File: src/rtl/ecam_pkg.sv
package ecam_pkg;
  localparam int BUS_W = 9;
  localparam int DEVFN_W = 8;
  localparam int OFS_W = 12;
  localparam int BUS_LSB = 20;
  localparam int DEVFN_LSB = 12;
  localparam int SMALL_SPACE_LOG2 = 8;
  localparam int WIN_MIN_LOG2 = 20;
  localparam int WIN_MAX_LOG2 = 28;

  // strobes from control to datapath, one set per request cycle
  typedef struct packed {
    logic acc;
    logic hit;
    logic fwd;
    logic wr;
  } ecamStrobe_t;
endpackage

File: src/rtl/ecam_ctrl.sv
module ecam_ctrl
  import ecam_pkg::*;
#(
  parameter int ADDR_W = 32,
  parameter int LEN_W = 3,
  parameter int TBL_BUSES = 2,
  parameter int TBL_IDX_W = 9
) (
  input  logic                 clk,
  input  logic                 rstN,
  input  logic                 ctlUpdate,
  input  logic                 ctlEnable,
  input  logic [ADDR_W-1:0]    ctlBase,
  input  logic [ADDR_W-1:0]    ctlSize,
  input  logic                 tblWr,
  input  logic [TBL_IDX_W-1:0] tblIdx,
  input  logic                 tblPresent,
  input  logic                 tblExt,
  input  logic                 reqValid,
  input  logic                 reqWrite,
  input  logic [ADDR_W-1:0]    reqAddr,
  input  logic [LEN_W-1:0]     reqLen,
  input  logic [BUS_W-1:0]     fldBus,
  input  logic [DEVFN_W-1:0]   fldDevFn,
  input  logic [OFS_W-1:0]     fldOfs,
  output logic [ADDR_W-1:0]    winMask,
  output ecamStrobe_t          stb
);
  localparam int TBL_DEPTH = 1 << TBL_IDX_W;
  localparam int BIDX_W = TBL_IDX_W - DEVFN_W;
  localparam logic [ADDR_W-1:0] MIN_SIZE = ADDR_W'(1) << WIN_MIN_LOG2;
  localparam logic [ADDR_W-1:0] MAX_SIZE = ADDR_W'(1) << WIN_MAX_LOG2;

  logic              winMapped;
  logic [ADDR_W-1:0] winBase;
  logic [ADDR_W-1:0] sizeLess1;
  logic              sizePow2, sizeInRange, baseAligned, sizeOk;

  // legality of a requested mapping
  always_comb begin
    sizeLess1   = ctlSize - 1'b1;
    sizePow2    = (ctlSize != '0) && ((ctlSize & sizeLess1) == '0);
    sizeInRange = (ctlSize >= MIN_SIZE) && (ctlSize <= MAX_SIZE);
    baseAligned = (ctlBase & sizeLess1) == '0;
    sizeOk      = sizePow2 && sizeInRange && baseAligned;
  end

  // an update always drops the old window, then maybe installs a new one
  always_ff @(posedge clk) begin
    if (!rstN) begin
      winMapped <= 1'b0;
      winBase   <= '0;
      winMask   <= '0;
    end else if (ctlUpdate) begin
      winMapped <= ctlEnable && sizeOk;
      if (ctlEnable && sizeOk) begin
        winBase <= ctlBase;
        winMask <= sizeLess1;
      end
    end
  end

  // function table: one present bit and one extended-space bit per entry
  logic [TBL_DEPTH-1:0] tblPres;
  logic [TBL_DEPTH-1:0] tblBig;

  for (genvar e = 0; e < TBL_DEPTH; e++) begin : g_ent
    always_ff @(posedge clk) begin
      if (!rstN) begin
        tblPres[e] <= 1'b0;
        tblBig[e]  <= 1'b0;
      end else if (tblWr && (tblIdx == TBL_IDX_W'(e))) begin
        tblPres[e] <= tblPresent;
        tblBig[e]  <= tblExt;
      end
    end
  end

  logic                 winHit;
  logic                 busInTbl;
  logic [TBL_IDX_W-1:0] lkIdx;
  logic                 fnPresent, ofsInSpace, lenLegal;

  always_comb begin
    winHit     = winMapped && ((reqAddr & ~winMask) == winBase);
    busInTbl   = fldBus < BUS_W'(TBL_BUSES);
    lkIdx      = {fldBus[BIDX_W-1:0], fldDevFn};
    fnPresent  = busInTbl && tblPres[lkIdx];
    ofsInSpace = tblBig[lkIdx] || (fldOfs[OFS_W-1:SMALL_SPACE_LOG2] == '0);
    lenLegal   = (reqLen == LEN_W'(1)) || (reqLen == LEN_W'(2)) || (reqLen == LEN_W'(4));
    stb.acc    = reqValid;
    stb.hit    = reqValid && winHit;
    stb.fwd    = reqValid && winHit && fnPresent && ofsInSpace && lenLegal;
    stb.wr     = reqWrite;
  end
endmodule

File: src/rtl/ecam_datapath.sv
module ecam_datapath
  import ecam_pkg::*;
#(
  parameter int ADDR_W = 32,
  parameter int DATA_W = 32,
  parameter int LEN_W = 3
) (
  input  logic               clk,
  input  logic               rstN,
  input  logic [ADDR_W-1:0]  reqAddr,
  input  logic [DATA_W-1:0]  reqWdata,
  input  logic [LEN_W-1:0]   reqLen,
  input  logic [ADDR_W-1:0]  winMask,
  input  ecamStrobe_t        stb,
  output logic [BUS_W-1:0]   fldBus,
  output logic [DEVFN_W-1:0] fldDevFn,
  output logic [OFS_W-1:0]   fldOfs,
  output logic               cfgSel,
  output logic               cfgWrite,
  output logic [BUS_W-1:0]   cfgBus,
  output logic [DEVFN_W-1:0] cfgDevFn,
  output logic [OFS_W-1:0]   cfgOffset,
  output logic [LEN_W-1:0]   cfgLen,
  output logic [DATA_W-1:0]  cfgWdata,
  input  logic [DATA_W-1:0]  cfgRdata,
  output logic               rspValid,
  output logic               rspHit,
  output logic [DATA_W-1:0]  rspRdata
);
  logic [ADDR_W-1:0] winOfs;

  // field split on the offset inside the window
  always_comb begin
    winOfs   = reqAddr & winMask;
    fldBus   = BUS_W'(winOfs >> BUS_LSB);
    fldDevFn = DEVFN_W'(winOfs >> DEVFN_LSB);
    fldOfs   = OFS_W'(winOfs);
  end

  always_comb begin
    cfgSel    = stb.fwd;
    cfgWrite  = stb.fwd && stb.wr;
    cfgBus    = fldBus;
    cfgDevFn  = fldDevFn;
    cfgOffset = fldOfs;
    cfgLen    = reqLen;
    cfgWdata  = reqWdata;
  end

  logic [DATA_W-1:0] rdNext;

  always_comb begin
    if (!stb.acc || stb.wr) rdNext = '0;
    else if (stb.fwd)       rdNext = cfgRdata;
    else                    rdNext = '1;
  end

  always_ff @(posedge clk) begin
    if (!rstN) begin
      rspValid <= 1'b0;
      rspHit   <= 1'b0;
      rspRdata <= '0;
    end else begin
      rspValid <= stb.acc;
      rspHit   <= stb.hit;
      rspRdata <= rdNext;
    end
  end
endmodule

File: src/rtl/ecam_window_top.sv
module ecam_window_top
  import ecam_pkg::*;
#(
  parameter int ADDR_W = 32,
  parameter int DATA_W = 32,
  parameter int LEN_W = 3,
  parameter int TBL_BUSES = 2,
  localparam int TBL_IDX_W = ((TBL_BUSES > 1) ? $clog2(TBL_BUSES) : 1) + DEVFN_W
) (
  input  logic                 clk,
  input  logic                 rstN,
  input  logic                 ctlUpdate,
  input  logic                 ctlEnable,
  input  logic [ADDR_W-1:0]    ctlBase,
  input  logic [ADDR_W-1:0]    ctlSize,
  input  logic                 tblWr,
  input  logic [TBL_IDX_W-1:0] tblIdx,
  input  logic                 tblPresent,
  input  logic                 tblExt,
  input  logic                 reqValid,
  input  logic                 reqWrite,
  input  logic [ADDR_W-1:0]    reqAddr,
  input  logic [DATA_W-1:0]    reqWdata,
  input  logic [LEN_W-1:0]     reqLen,
  output logic                 rspValid,
  output logic                 rspHit,
  output logic [DATA_W-1:0]    rspRdata,
  output logic                 cfgSel,
  output logic                 cfgWrite,
  output logic [BUS_W-1:0]     cfgBus,
  output logic [DEVFN_W-1:0]   cfgDevFn,
  output logic [OFS_W-1:0]     cfgOffset,
  output logic [LEN_W-1:0]     cfgLen,
  output logic [DATA_W-1:0]    cfgWdata,
  input  logic [DATA_W-1:0]    cfgRdata
);
  ecamStrobe_t          stb;
  logic [ADDR_W-1:0]    winMask;
  logic [BUS_W-1:0]     fldBus;
  logic [DEVFN_W-1:0]   fldDevFn;
  logic [OFS_W-1:0]     fldOfs;

  ecam_ctrl #(
    .ADDR_W(ADDR_W), .LEN_W(LEN_W), .TBL_BUSES(TBL_BUSES), .TBL_IDX_W(TBL_IDX_W)
  ) u_ctrl (
    .clk(clk), .rstN(rstN),
    .ctlUpdate(ctlUpdate), .ctlEnable(ctlEnable), .ctlBase(ctlBase), .ctlSize(ctlSize),
    .tblWr(tblWr), .tblIdx(tblIdx), .tblPresent(tblPresent), .tblExt(tblExt),
    .reqValid(reqValid), .reqWrite(reqWrite), .reqAddr(reqAddr), .reqLen(reqLen),
    .fldBus(fldBus), .fldDevFn(fldDevFn), .fldOfs(fldOfs),
    .winMask(winMask), .stb(stb)
  );

  ecam_datapath #(
    .ADDR_W(ADDR_W), .DATA_W(DATA_W), .LEN_W(LEN_W)
  ) u_dp (
    .clk(clk), .rstN(rstN),
    .reqAddr(reqAddr), .reqWdata(reqWdata), .reqLen(reqLen),
    .winMask(winMask), .stb(stb),
    .fldBus(fldBus), .fldDevFn(fldDevFn), .fldOfs(fldOfs),
    .cfgSel(cfgSel), .cfgWrite(cfgWrite), .cfgBus(cfgBus), .cfgDevFn(cfgDevFn),
    .cfgOffset(cfgOffset), .cfgLen(cfgLen), .cfgWdata(cfgWdata), .cfgRdata(cfgRdata),
    .rspValid(rspValid), .rspHit(rspHit), .rspRdata(rspRdata)
  );
endmodule

File: config.mk
export PLATFORM = sky130hd
export DESIGN_NAME = ecam_window_top
export DESIGN_NICKNAME = d
export VERILOG_FILES = /design/src/rtl/ecam_pkg.sv /design/src/rtl/ecam_ctrl.sv /design/src/rtl/ecam_datapath.sv /design/src/rtl/ecam_window_top.sv
export SDC_FILE = /design/constraint.sdc
export NUM_CORES = 2
export LEC_CHECK = 0
export ABC_AREA = 1
export BUFFER_PORTS_ARGS = -buffer_cell sky130_fd_sc_hd__buf_2
export CAP_MARGIN = 5
export CORE_ASPECT_RATIO = 0.7
export CORE_MARGIN = 2
export CORE_UTILIZATION = 50
export DETAILED_ROUTE_END_ITERATION = 6
export PLACE_DENSITY = 0.71
export SKIP_LAST_GASP = 1
export SLEW_MARGIN = 30
export SYNTH_ARGS = -nofsm -noshare
export SYNTH_HDL_FRONTEND = slang
export SYNTH_HIERARCHICAL = 1
export SYNTH_SLANG_ARGS = --single-unit
File: constraint.sdc
create_clock -name clk -period 3.4 [get_ports clk]
set_input_delay 0.34 -clock clk [delete_from_list [all_inputs] [get_ports clk]]
set_output_delay 0.34 -clock clk [all_outputs]
set_load 0.05 [all_outputs]
==> results.md <==
- The placeable core area is about 110,000 sq um.
- In this run the vertical extent of the chip is ~280 um.
- The critical path goes through nand2_8 -> inv_12 -> buf_12 -> buf_16 -> buf_16 -> buf_4 -> a21oi_1 -> o21ai_0 -> nand3_1 -> nand3_2 -> nand2_1 -> nand2_1 -> nand3_2 -> nand3_2 -> nand3_2 -> a21oi_2 -> nor2_2 -> nor2_4 -> nand2_1 -> inv_1 -> buf_6.
- The design draws 28.0 mW.
- The die covers about 110,000 sq um.
- The areal power density over the cells is 433 nW/um^2.
- The sort of element at the start of the critical path is a register.
- The library cell appearing most often on the critical path is sky130_fd_sc_hd__nand3_2.
- Measured along the x axis, the die boundary spans 400 um.
- The maximum clock path buffer count is 3.
- The number of primary I/O pins is 281.
- The Yosys step of the flow raised 6 warnings.
- The initial antenna violation count is 9.
- The run finished, with violations left.
- The detail route stage leaves a number of antenna-violating nets equal to 0.
- The total negative setup slack is -0.808 ns.
- The hold violation count in the final report was 0.
- The number of pins with negative max-slew slack in the final report is 0.
- In this run the cell area of the synthesized design comes to about 55,000 sq um.
- The worst stage delay on the critical path is 0.39 ns.
- The number of nets in the layout is between 8k and 9k.
- The post-placement worst setup slack is -0.440 ns.
- Setup repair after global routing could not meet its margin everywhere.
- The gate family responsible for the most delay along the worst path is simple AND/OR/NAND/NOR gates.
- The total wire length after detailed routing is 199,000 um.
- At the end of routability-driven placement, the weighted congestion stood at around 1.
- Of the total power, registers draw ~47%.
- The global-route wire length before repair is around 300,000 um.
- In the final layout, the share of cells above drive strength 1 is a little over a tenth.
- The checks that failed: design-rule violations, negative setup slack.
- The final route contains roughly 58k vias.
- The worst hold-check path type is in2reg.
- STA puts the critical path data required time at 3.06 ns.
- The number of placed instances with taps included is ~9.6k.
- Internal power comes to 21.2 mW.
- The count of input and output buffers is 216.
- The area growth from synthesis to final layout is 17.6%.
- The via count normalized by instance count is 5.83.
- The count of non-filler cells in the finished layout is slightly below 10k.
- Summed over all cells, the static leakage comes to between 20 and 25 nW.
- The analysis attributes to net switching a power of a little under 7 mW.
- In this run, the clock network consumes 47.0% of the power.
- Entering global routing, the biggest net connects 184 pins.
- Together, buffers and inverters on the worst path number 7.
- TritonCTS built the clock tree.
- The filler cells instantiated in the layout total 9,944.
- After legalization and detailed placement, the total HPWL measured roughly 120,000 um.
- For this run, design rule violations remaining after detail routing come to 1.
- The worst-margin pin slew is between 1 and 1.5 ns.
- The worst setup path is of the reg2out kind.
- The cell row count is 101.
- Derived from the worst setup path, the maximum achievable clock frequency is ~260 MHz.
- The post-layout minimum cycle time is 3.84 ns.
- The library cell used most frequently in the layout, excluding fill and tap cells, is sky130_fd_sc_hd__nand2_1.
- Synthesis produced a netlist whose cell count is ~8.3k.
- Combinational logic is responsible for around 5.9% of the overall power.
- In the post-route analysis, the smallest setup slack over all paths is -0.437 ns.
- The maximum fanout encountered on the critical timing path is 8.
- On the final layout, the worst clock skew is approximately 0.023 ns.
- The top cell types in the final layout, fill and taps aside, are 1,676 x sky130_fd_sc_hd__nand2_1, 1,226 x sky130_fd_sc_hd__a21oi_1, 1,122 x sky130_fd_sc_hd__dfxtp_1, 1,020 x sky130_fd_sc_hd__nand3_1, 921 x sky130_fd_sc_hd__o21ai_0.
- The number of detailed-route iterations in the first pass is 7.
- The number of max-cap violations is 0.
- The global-route total usage across every layer is roughly a third.
- For this configuration, the core starts out at a cell density of 50.5%.
- The master of the slowest instance on the critical path is sky130_fd_sc_hd__dfxtp_4.
- The deepest level of the CTS H-tree is 3.
- After clock tree synthesis, the clock-pin slew on the worst setup and hold paths is roughly 0.060 ns.
- STA puts the critical path data arrival time at about 3.5 ns.
- The total overflow left after global routing is 0.
- The fraction of power spent switching nets is approximately a quarter.
- The worst-case IR drop observed on VDD is about 420 uV.
- Dividing the final minimum period by the clock period gives 113%.
- After synthesis, the mean cell area works out to 6.58 sq um.
- The net count of the mapped netlist is about 8.6k.
- The clock latency of the later-clocked register in the worst-skew pair is roughly 0.74 ns.
- The CTS buffer count is 107.
- The detailed router finished its first iteration with around 8k violations.
- Clock tree synthesis selected as its root buffer the cell sky130_fd_sc_hd__clkbuf_16.
- The worst max-slew margin expressed relative to the limit is between 30% and 40%.
- The via count of the first global-routing pass came to 51.8k.
- Setup violations remaining at the end of the flow were counted as 2.
- STA classifies the critical path endpoint as an output port.
- The wire length per cell is 20.1 um.
- The total clock sinks is about 1.1k.
[what timing repair did]
| action | CTS | global route |
|---|---|---|
| resized for setup | 161 | 88 |
| setup buffers | 15 | 9 |
| pin swaps | 30 | 38 |
| cloned | 26 | 12 |
| endpoints found under the setup margin | 2 | 36 |
| hold endpoints to repair | 65 | 0 |
| hold buffers | 65 | 0 |
[worst min-delay path, stage by stage]
cell                      delay (ns)
sky130_fd_sc_hd__buf_2          0.17
sky130_fd_sc_hd__o21ai_0        0.19
sky130_fd_sc_hd__a21oi_1        0.06
[final timing paths]
path	start	endpoint	slack (ns)	depth (start not counted)
max	u_ctrl/winMask[12]	cfgWrite	-0.44	21
min	ctlBase[29]	u_ctrl/winBase[29]	0.08	3
max reg2reg	u_ctrl/winMask[12]	u_dp/rspRdata[13]	0.14	23
min reg2reg	u_ctrl/tblPres[510]	u_ctrl/tblPres[510]	0.45	2
[registers in the layout, summed over array words and instances, names as in the netlist]
signal	flops
u_ctrl/tblBig	512
u_ctrl/tblPres	512
u_ctrl/winBase	32
u_ctrl/winMask	32
u_dp/rspRdata	32
u_ctrl/winMapped	1
u_dp/rspHit	1
u_dp/rspValid	1
[power groups by stage]
stage	Clock (mW)	Combinational [mW]	Sequential [mW]
2_1_floorplan	0	0.901	13.5
3_3_place_gp	0	1.49	13.5
3_5_place_dp	0	1.50	13.5
4_1_cts	13.2	1.57	13.2
5_1_grt	13.7	1.73	13.2
6_report	13.1	1.64	13.2
[area by class of cell]
| cell class | count | area, sq um | area share, % |
|---|---|---|---|
| clock buffer | 164 | 3300 | 5.11 |
| timing repair buffer | 598 | 6040 | 9.37 |
| multi-input combinational | 5668 | 26900 | 41.6 |
| inverter | 898 | 3450 | 5.35 |
| timing repair inverter | 2 | 41.3 | 0.0640 |
| sequential | 1123 | 22500 | 34.8 |
| tap | 1442 | 1800 | 2.80 |
| antenna | 2 | 5.00 | 0.00775 |
| clock inverter | 37 | 534 | 0.828 |
[through the flow]
stage / hold WS, ns / util, % / area [sq um]
2_1_floorplan: 0.424 / - / 54900
4_1_cts: 0.0164 / 58.8 / 63900
6_report: 0.0839 / 59.4 / 64500
5_1_grt: 0.132 / 59.4 / 64500
3_5_place_dp: 0.436 / 53.1 / 57800
3_3_place_gp: 0.432 / 53.1 / 57800
[metal layers]
layer	vias to the layer above	part of all wire [%]	global-route usage [%]	wire [um]
met5	-	0.075	0	149
met4	24	3.5	11.5	6950
met3	481	13	9.70	25200
met2	3221	42	48.2	82800
met1	26800	42	47.9	84200
li1	27400	-	-	-
Power figures use the tool's default switching activity.
